`src/rtl/mean_pkg.sv`:
```
package mean_pkg;

    typedef enum logic [3:0] {
        ST_IDLE,
        ST_CNT_REQ,
        ST_CNT_CAP,
        ST_HI_REQ,
        ST_HI_CAP,
        ST_LO_REQ,
        ST_LO_CAP,
        ST_DIV_GO,
        ST_DIV_WAIT,
        ST_WR_HI,
        ST_WR_LO,
        ST_FIN
    } mean_state_e;

endpackage

```
`src/rtl/mean_handshake.sv`:
```
module mean_handshake #(
    parameter int DONE_CYC = 2
) (
    input  logic clk,
    input  logic rst_n,
    input  logic start,
    input  logic armed,
    input  logic fin,
    output logic launch,
    output logic done
);
    localparam int CW = $clog2(DONE_CYC + 1);

    typedef struct packed {
        logic          start_seen;
        logic [CW-1:0] hold;
    } hs_t;

    hs_t cur_q, nxt_d;

    always_comb begin
        nxt_d            = cur_q;
        nxt_d.start_seen = start;
        if (fin) begin
            nxt_d.hold = CW'(DONE_CYC);
        end else if (cur_q.hold != '0) begin
            nxt_d.hold = cur_q.hold - CW'(1);
        end
    end

    always_ff @(posedge clk or negedge rst_n) begin
        if (!rst_n) begin
            cur_q <= '0;
        end else begin
            cur_q <= nxt_d;
        end
    end

    assign launch = armed && cur_q.start_seen && !start;
    assign done   = (cur_q.hold != '0);

    AST_DONE_HOLD: assert property (@(posedge clk) disable iff (!rst_n)
        $rose(done) |=> done);
    AST_DONE_DROP: assert property (@(posedge clk) disable iff (!rst_n)
        (done && $past(done) && !fin) |=> !done);

endmodule

```
`src/rtl/mean_divider.sv`:
```
module mean_divider #(
    parameter int DVD_W = 24,
    parameter int DVS_W = 9
) (
    input  logic             clk,
    input  logic             rst_n,
    input  logic             go,
    input  logic [DVD_W-1:0] dividend,
    input  logic [DVS_W-1:0] divisor,
    output logic             valid,
    output logic [DVD_W-1:0] quotient
);
    localparam int IW = $clog2(DVD_W + 1);

    typedef struct packed {
        logic             busy;
        logic             fin;
        logic [IW-1:0]    step;
        logic [DVS_W-1:0] rem;
        logic [DVD_W-1:0] quo;
        logic [DVS_W-1:0] dvs;
    } div_t;

    div_t cur_q, nxt_d;
    logic [DVS_W:0] trial;
    logic [DVS_W:0] diff;
    logic           fits;

    always_comb begin
        trial = {cur_q.rem, cur_q.quo[DVD_W-1]};
        diff  = trial - {1'b0, cur_q.dvs};
        fits  = (trial >= {1'b0, cur_q.dvs});
    end

    always_comb begin
        nxt_d     = cur_q;
        nxt_d.fin = 1'b0;
        if (go) begin
            nxt_d.busy = 1'b1;
            nxt_d.step = '0;
            nxt_d.rem  = '0;
            nxt_d.quo  = dividend;
            nxt_d.dvs  = divisor;
        end else if (cur_q.busy) begin
            nxt_d.rem  = fits ? diff[DVS_W-1:0] : trial[DVS_W-1:0];
            nxt_d.quo  = {cur_q.quo[DVD_W-2:0], fits};
            nxt_d.step = cur_q.step + IW'(1);
            if (cur_q.step == IW'(DVD_W - 1)) begin
                nxt_d.busy = 1'b0;
                nxt_d.fin  = 1'b1;
            end
        end
    end

    always_ff @(posedge clk or negedge rst_n) begin
        if (!rst_n) begin
            cur_q <= '0;
        end else begin
            cur_q <= nxt_d;
        end
    end

    assign valid    = cur_q.fin;
    assign quotient = cur_q.quo;

    AST_REM_BELOW_DIVISOR: assert property (@(posedge clk) disable iff (!rst_n)
        valid |-> (cur_q.rem < cur_q.dvs));
    AST_DIVISOR_NONZERO: assert property (@(posedge clk) disable iff (!rst_n)
        go |-> (divisor != '0));

endmodule

```
`src/rtl/mean_engine.sv`:
```
module mean_engine
    import mean_pkg::*;
#(
    parameter int DATA_W   = 8,
    parameter int CNT_W    = 8,
    parameter int ADDR_W   = 10,
    parameter int DONE_CYC = 2
) (
    input  logic              clk,
    input  logic              rst_n,
    input  logic              start,
    output logic [ADDR_W-1:0] mem_addr,
    input  logic [DATA_W-1:0] mem_rdata,
    output logic [DATA_W-1:0] mem_wdata,
    output logic              mem_we,
    output logic              done
);
    localparam int VAL_W = 2 * DATA_W;
    localparam int SUM_W = VAL_W + CNT_W;
    localparam int NUM_W = CNT_W + 1;

    typedef struct packed {
        mean_state_e       state;
        logic [ADDR_W-1:0] ptr;
        logic [NUM_W-1:0]  num;
        logic [NUM_W-1:0]  left;
        logic [DATA_W-1:0] hi;
        logic [SUM_W-1:0]  sum;
        logic [VAL_W-1:0]  res;
    } eng_t;

    eng_t cur_q, nxt_d;

    logic             launch;
    logic             fin;
    logic             div_go;
    logic             div_valid;
    logic [SUM_W-1:0] div_quo;
    logic [NUM_W-1:0] num_rd;
    logic [ADDR_W-1:0] res_base;

    mean_handshake #(.DONE_CYC(DONE_CYC)) u_hs (
        .clk    (clk),
        .rst_n  (rst_n),
        .start  (start),
        .armed  (cur_q.state == ST_IDLE),
        .fin    (fin),
        .launch (launch),
        .done   (done)
    );

    mean_divider #(.DVD_W(SUM_W), .DVS_W(NUM_W)) u_div (
        .clk      (clk),
        .rst_n    (rst_n),
        .go       (div_go),
        .dividend (cur_q.sum),
        .divisor  (cur_q.num),
        .valid    (div_valid),
        .quotient (div_quo)
    );

    always_comb begin
        num_rd = (mem_rdata == '0) ? {1'b1, {CNT_W{1'b0}}} : NUM_W'(mem_rdata);
    end

    always_comb begin
        nxt_d     = cur_q;
        div_go    = 1'b0;
        fin       = 1'b0;
        mem_we    = 1'b0;
        mem_wdata = '0;
        case (cur_q.state)
            ST_IDLE: begin
                if (launch) begin
                    nxt_d.ptr   = '0;
                    nxt_d.state = ST_CNT_REQ;
                end
            end
            ST_CNT_REQ: nxt_d.state = ST_CNT_CAP;
            ST_CNT_CAP: begin
                nxt_d.num   = num_rd;
                nxt_d.left  = num_rd;
                nxt_d.sum   = '0;
                nxt_d.ptr   = ADDR_W'(1);
                nxt_d.state = ST_HI_REQ;
            end
            ST_HI_REQ: nxt_d.state = ST_HI_CAP;
            ST_HI_CAP: begin
                nxt_d.hi    = mem_rdata;
                nxt_d.ptr   = cur_q.ptr + ADDR_W'(1);
                nxt_d.state = ST_LO_REQ;
            end
            ST_LO_REQ: nxt_d.state = ST_LO_CAP;
            ST_LO_CAP: begin
                nxt_d.sum  = cur_q.sum + SUM_W'({cur_q.hi, mem_rdata});
                nxt_d.ptr  = cur_q.ptr + ADDR_W'(1);
                nxt_d.left = cur_q.left - NUM_W'(1);
                nxt_d.state = (cur_q.left == NUM_W'(1)) ? ST_DIV_GO : ST_HI_REQ;
            end
            ST_DIV_GO: begin
                div_go      = 1'b1;
                nxt_d.state = ST_DIV_WAIT;
            end
            ST_DIV_WAIT: begin
                if (div_valid) begin
                    if (div_quo[SUM_W-1:VAL_W] != '0) begin
                        nxt_d.res = '1;
                    end else begin
                        nxt_d.res = div_quo[VAL_W-1:0];
                    end
                    nxt_d.state = ST_WR_HI;
                end
            end
            ST_WR_HI: begin
                mem_we      = 1'b1;
                mem_wdata   = cur_q.res[VAL_W-1:DATA_W];
                nxt_d.ptr   = cur_q.ptr + ADDR_W'(1);
                nxt_d.state = ST_WR_LO;
            end
            ST_WR_LO: begin
                mem_we      = 1'b1;
                mem_wdata   = cur_q.res[DATA_W-1:0];
                nxt_d.state = ST_FIN;
            end
            ST_FIN: begin
                fin         = 1'b1;
                nxt_d.state = ST_IDLE;
            end
            default: nxt_d.state = ST_IDLE;
        endcase
    end

    always_ff @(posedge clk or negedge rst_n) begin
        if (!rst_n) begin
            cur_q       <= '0;
            cur_q.state <= ST_IDLE;
        end else begin
            cur_q <= nxt_d;
        end
    end

    assign mem_addr = cur_q.ptr;

    // result location derived from the count alone, independent of the pointer walk
    assign res_base = ADDR_W'({cur_q.num, 1'b1});

    AST_WR_ADDR: assert property (@(posedge clk) disable iff (!rst_n)
        mem_we |-> (mem_addr == res_base || mem_addr == res_base + ADDR_W'(1)));
    AST_WR_ORDER: assert property (@(posedge clk) disable iff (!rst_n)
        (mem_we && mem_addr == res_base) |=> (mem_we && mem_addr == res_base + ADDR_W'(1)));
    AST_NO_OVERFLOW: assert property (@(posedge clk) disable iff (!rst_n)
        (cur_q.state == ST_LO_CAP) |->
            !(({1'b0, cur_q.sum} + (SUM_W + 1)'({cur_q.hi, mem_rdata})) >> SUM_W));
    AST_QUOT_FITS: assert property (@(posedge clk) disable iff (!rst_n)
        div_valid |-> (div_quo[SUM_W-1:VAL_W] == '0));
    AST_QUIET_IDLE: assert property (@(posedge clk) disable iff (!rst_n)
        (cur_q.state == ST_IDLE) |-> !mem_we);

endmodule

```
`config.mk`:
```
export PLATFORM = sky130hd
export DESIGN_NAME = mean_engine
export DESIGN_NICKNAME = d
export VERILOG_FILES = /design/src/rtl/mean_pkg.sv /design/src/rtl/mean_handshake.sv /design/src/rtl/mean_divider.sv /design/src/rtl/mean_engine.sv
export SDC_FILE = /design/constraint.sdc
export NUM_CORES = 1
export LEC_CHECK = 0
export BUFFER_PORTS_ARGS = -buffer_cell sky130_fd_sc_hd__buf_4
export CORE_ASPECT_RATIO = 1.5
export CORE_MARGIN = 1.5
export CORE_UTILIZATION = 30
export DETAILED_ROUTE_END_ITERATION = 16
export PLACE_DENSITY = 0.57
export SYNTH_ARGS = -nofsm -noshare
export SYNTH_HDL_FRONTEND = slang
export SYNTH_SLANG_ARGS = --single-unit
```
`constraint.sdc`:
```
create_clock -name clk -period 2.25 [get_ports clk]
set_input_delay 0.225 -clock clk [delete_from_list [all_inputs] [get_ports clk]]
set_output_delay 0.225 -clock clk [all_outputs]
set_load 0.05 [all_outputs]
```
==> flow_metrics.py <==
metrics = {
    "outcome": {
        "outcome": "complete, but fails checks",
        "violations": "negative setup slack",
    },
    "layout": {
        "nNetsFinal": 876,
        "drive_gt1_share_pct": 22.2,
        "fill_cells": 2312,
        "multiInputGateArea_mm2": 0.00378,
        "final_common_cell": "dfrtp_1",
        "diodes": 0,
        "syn_to_final_growth_pct": 27.6,
        "layout.cells.most_common_list": "dfrtp_1 (131), nand2_1 (109), buf_4 (97), o21ai_0 (79), nor2_1 (55)",
        "seqCellArea_mm2": 0.00330,
    },
    "floorplanning": {
        "core_mm2": 0.0236,
        "std_cell_rows": 69,
        "die_w_um": 129,
        "die_h_um": 192,
        "io_pins": 31,
        "initial_utilization_pct": 30.4,
        "die-area_mm2": 0.0248,
    },
    "placed_design": {
        "place_congestion": 0.829,
        "dp_slack_ps": -161,
        "post-dp-hpwl_mm": 14.1,
        "io_buffer_count": 30,
    },
    "detailed_routing": {
        "avgRoutedWirePerCell_um": 16.5,
        "top_layer_used": "met4",
        "wl_mm": 19.2,
        "drt_first_pass_iters": 4,
        "ant_nets": 0,
        "drt-initial-drc-count": 322,
        "vias": 5805,
        "drcViolationCount": 0,
        "m1WireLength_mm": 7.18,
        "met3_wirelength_um": 442,
        "via_per_inst": 4.98,
        "wl_met2_mm": 10.6,
    },
    "synth": {
        "synth_top_family_by_area": "compound AO/OA/AOI/OAI gates",
        "yosysSeqAreaShare_pct": 46.2,
        "avgSynthCellArea_um2": 9.53,
        "synth-seq-cells": 132,
        "synth_compound_area_share_pct": 18.1,
        "synthSimpleGateAreaFrac_pct": 15.3,
        "synthMuxAreaShare_pct": 6.80,
        "synth_fa_ha_area_share_pct": 5.80,
        "syn_area_mm2": 0.00716,
        "synth-main-ff-cell": "dfrtp_1",
        "synth_cells": 751,
        "synthArstFlopShare_pct": 100,
        "yosys_warnings": 0,
        "synth_edf_count": 0,
        "synth_cell_types": 66,
        "synth_nets": 794,
        "synth-xor-area-share_pct": 3.55,
    },
    "clock_tree": {
        "cts.path.max_buffers": 2,
        "path_clk_slew_ps": 60,
        "cts_max_level": 4,
        "numCtsBuffers": 17,
        "cts_sinks": 132,
        "tritoncts": "yes",
        "cts_root_buf": "clkbuf_16",
        "clock_latency_ps": 420,
    },
    "global_route": {
        "grt-ovfl-total": 0,
        "antenna_found_initial": 0,
        "grt_pass1_vias": 5964,
        "grt_pass1_wl_mm": 31.4,
        "grt_use_total_pct": 16.5,
        "grt_max_degree": 48,
    },
    "critical_path": {
        "reg2reg_slack_ps": -30,
        "crit_type": "flip-flop to flip-flop",
        "cp-start-kind": "flip-flop",
        "worstPathArrival_ps": 2570,
        "crit_path_end_kind": "flip-flop",
        "crit_required_ps": 2540,
        "crit_fanout": 3,
    },
    "timing": {
        "finalSetupViolCount": 1,
        "relSlewSlack_pct": 61.7,
        "fin_ws_ps": -28.6,
        "slew_viol_final": 0,
        "max_freq_mhz": 439,
        "min_period_over_period_pct": 101,
        "finClkSkew_ps": 6.95,
        "worstMarginPinSlew_ps": 574,
        "setup_tns_ps": -28.6,
        "finalHoldViolations": 0,
        "rsz0062_at_grt": "true",
        "period_minus_slack_ps": 2280,
    },
    "run": {
        "maxCapViolCount": 0,
    },
    "pwr": {
        "vdd_drop_max_mv": 0.659,
        "leakage_nw": 3.90,
        "power_density_mw_per_mm2": 948,
        "report.power.total_mw": 8.65,
    },
    "hold_path": {
        "hp-class": "input port to flip-flop",
    },
}
[synth_stat cells, drive strengths merged (2+ instances only)]
library cell | number | area, µm²
dfrtp | 132 | 3300
nand2 | 110 | 415
o21ai | 86 | 438
nor2 | 57 | 216
a21oi | 39 | 199
mux2i | 37 | 370
ha | 30 | 375
clkbuf | 26 | 97.6
inv | 21 | 78.8
buf | 20 | 130
o22a | 16 | 140
xnor2 | 16 | 140
nand3 | 13 | 65.1
xor2 | 13 | 114
a22oi | 11 | 82.6
nand4 | 11 | 68.8
mux2 | 10 | 116
nor3 | 10 | 60.1
nor2b | 9 | 63.8
o21a | 7 | 52.6
a31oi | 6 | 37.5
or3 | 6 | 37.5
and3 | 5 | 31.3
nand2b | 5 | 31.3
nor4 | 5 | 31.3
a22o | 4 | 35.0
o211ai | 4 | 30.0
a21o | 3 | 22.5
o22ai | 3 | 18.8
o31a | 3 | 26.3
o31ai | 3 | 22.5
a2111oi | 2 | 36.3
a211oi | 2 | 15.0
a41oi | 2 | 17.5
fa | 2 | 40.0
nand4b | 2 | 17.5
nor3b | 2 | 20.0
o21bai | 2 | 15.0
o311ai | 2 | 17.5
or2 | 2 | 12.5
[what timing repair did]
action | in CTS | in global routing
resized for setup | 7 | 36
hold endpoints to repair | 41 | 0
buffers inserted | 2 | 4
cloned | 0 | 0
endpoints found under the setup margin | 16 | 20
pin swaps | 9 | 24
hold buffers | 2 | 0
[final cells by class]
class                   count  share of cell area (%)
multi-input cells         552                    41.4
flip-flops and latches    132                    36.2
repair buffers            109                    9.91
clock buffers              21                    5.15
well taps                 319                    4.37
clock inverters            11                    2.15
inverters                  21                   0.863
[worst paths after layout]
check | cells after the start | end | startpoint
worst max-delay path | 9 | cur_q[28] | cur_q[16]
worst min-delay path | 2 | cur_q[41] | mem_rdata[1]
worst max register to register | 9 | cur_q[28] | cur_q[16]
worst min register to register | 2 | u_div.cur_q[3] | cur_q[60]
max in group asynchronous | 3 | cur_q[49] | rst_n
min in group asynchronous | 2 | mem_addr[4] | rst_n
[cell families after synthesis]
logic type | Yosys count
multiplexers | 47
AND/OR/NAND/NOR | 240
XOR/XNOR | 29
AO/OA/AOI/OAI | 204
buffers and inverters | 67
flip-flops | 132
adder cells (fa/ha/maj) | 32
[state kept, by name (all words and copies together) (netlist names)]
name            count
cur_q              70
mem_addr           10
u_div.valid         1
u_div.cur_q        24
u_div.quotient     24
u_hs.cur_q          3
[where the power goes]
group | internal (mW) | switching, mW | leakage, nW | total (mW)
Combinational | 1.38 | 1.32 | 1.92 | 2.69
Sequential | 2.61 | 0.227 | 1.66 | 2.84
Clock | 2.06 | 1.06 | 0.320 | 3.12
Total | 6.05 | 2.61 | 3.90 | 8.65
[worst max-delay path, cell delays in order (launching register included)]
cell,delay (ps)
dfrtp_1,380
ha_2,200
fa_2,420
a21oi_4,180
o211a_1,180
o21bai_2,100
a2111oi_4,360
o21bai_1,120
xnor2_1,140
o21ai_1,70
[metrics by stage]
stage / util [%] / hold WS (ps) / instances / instance area (µm²)
after global routing: 38.7 / 83.8 / 1165 / 9130
after global placement: 34.6 / 167 / 1125 / 8160
after floorplan: - / -70.6 / 751 / 7160
after detailed placement: 34.6 / 168 / 1125 / 8160
after CTS: 37.7 / 74.7 / 1161 / 8880
final: 38.7 / 84.7 / 1165 / 9130
[metal layers]
layer | vias up | global-route usage [%]
met5 | - | 0
met4 | 0 | 9.46
met3 | 50 | 2.37
met2 | 96 | 30.6
met1 | 2835 | 17.7
li1 | 2824 | -
No activity file was read; power rests on OpenSTA's default activity.
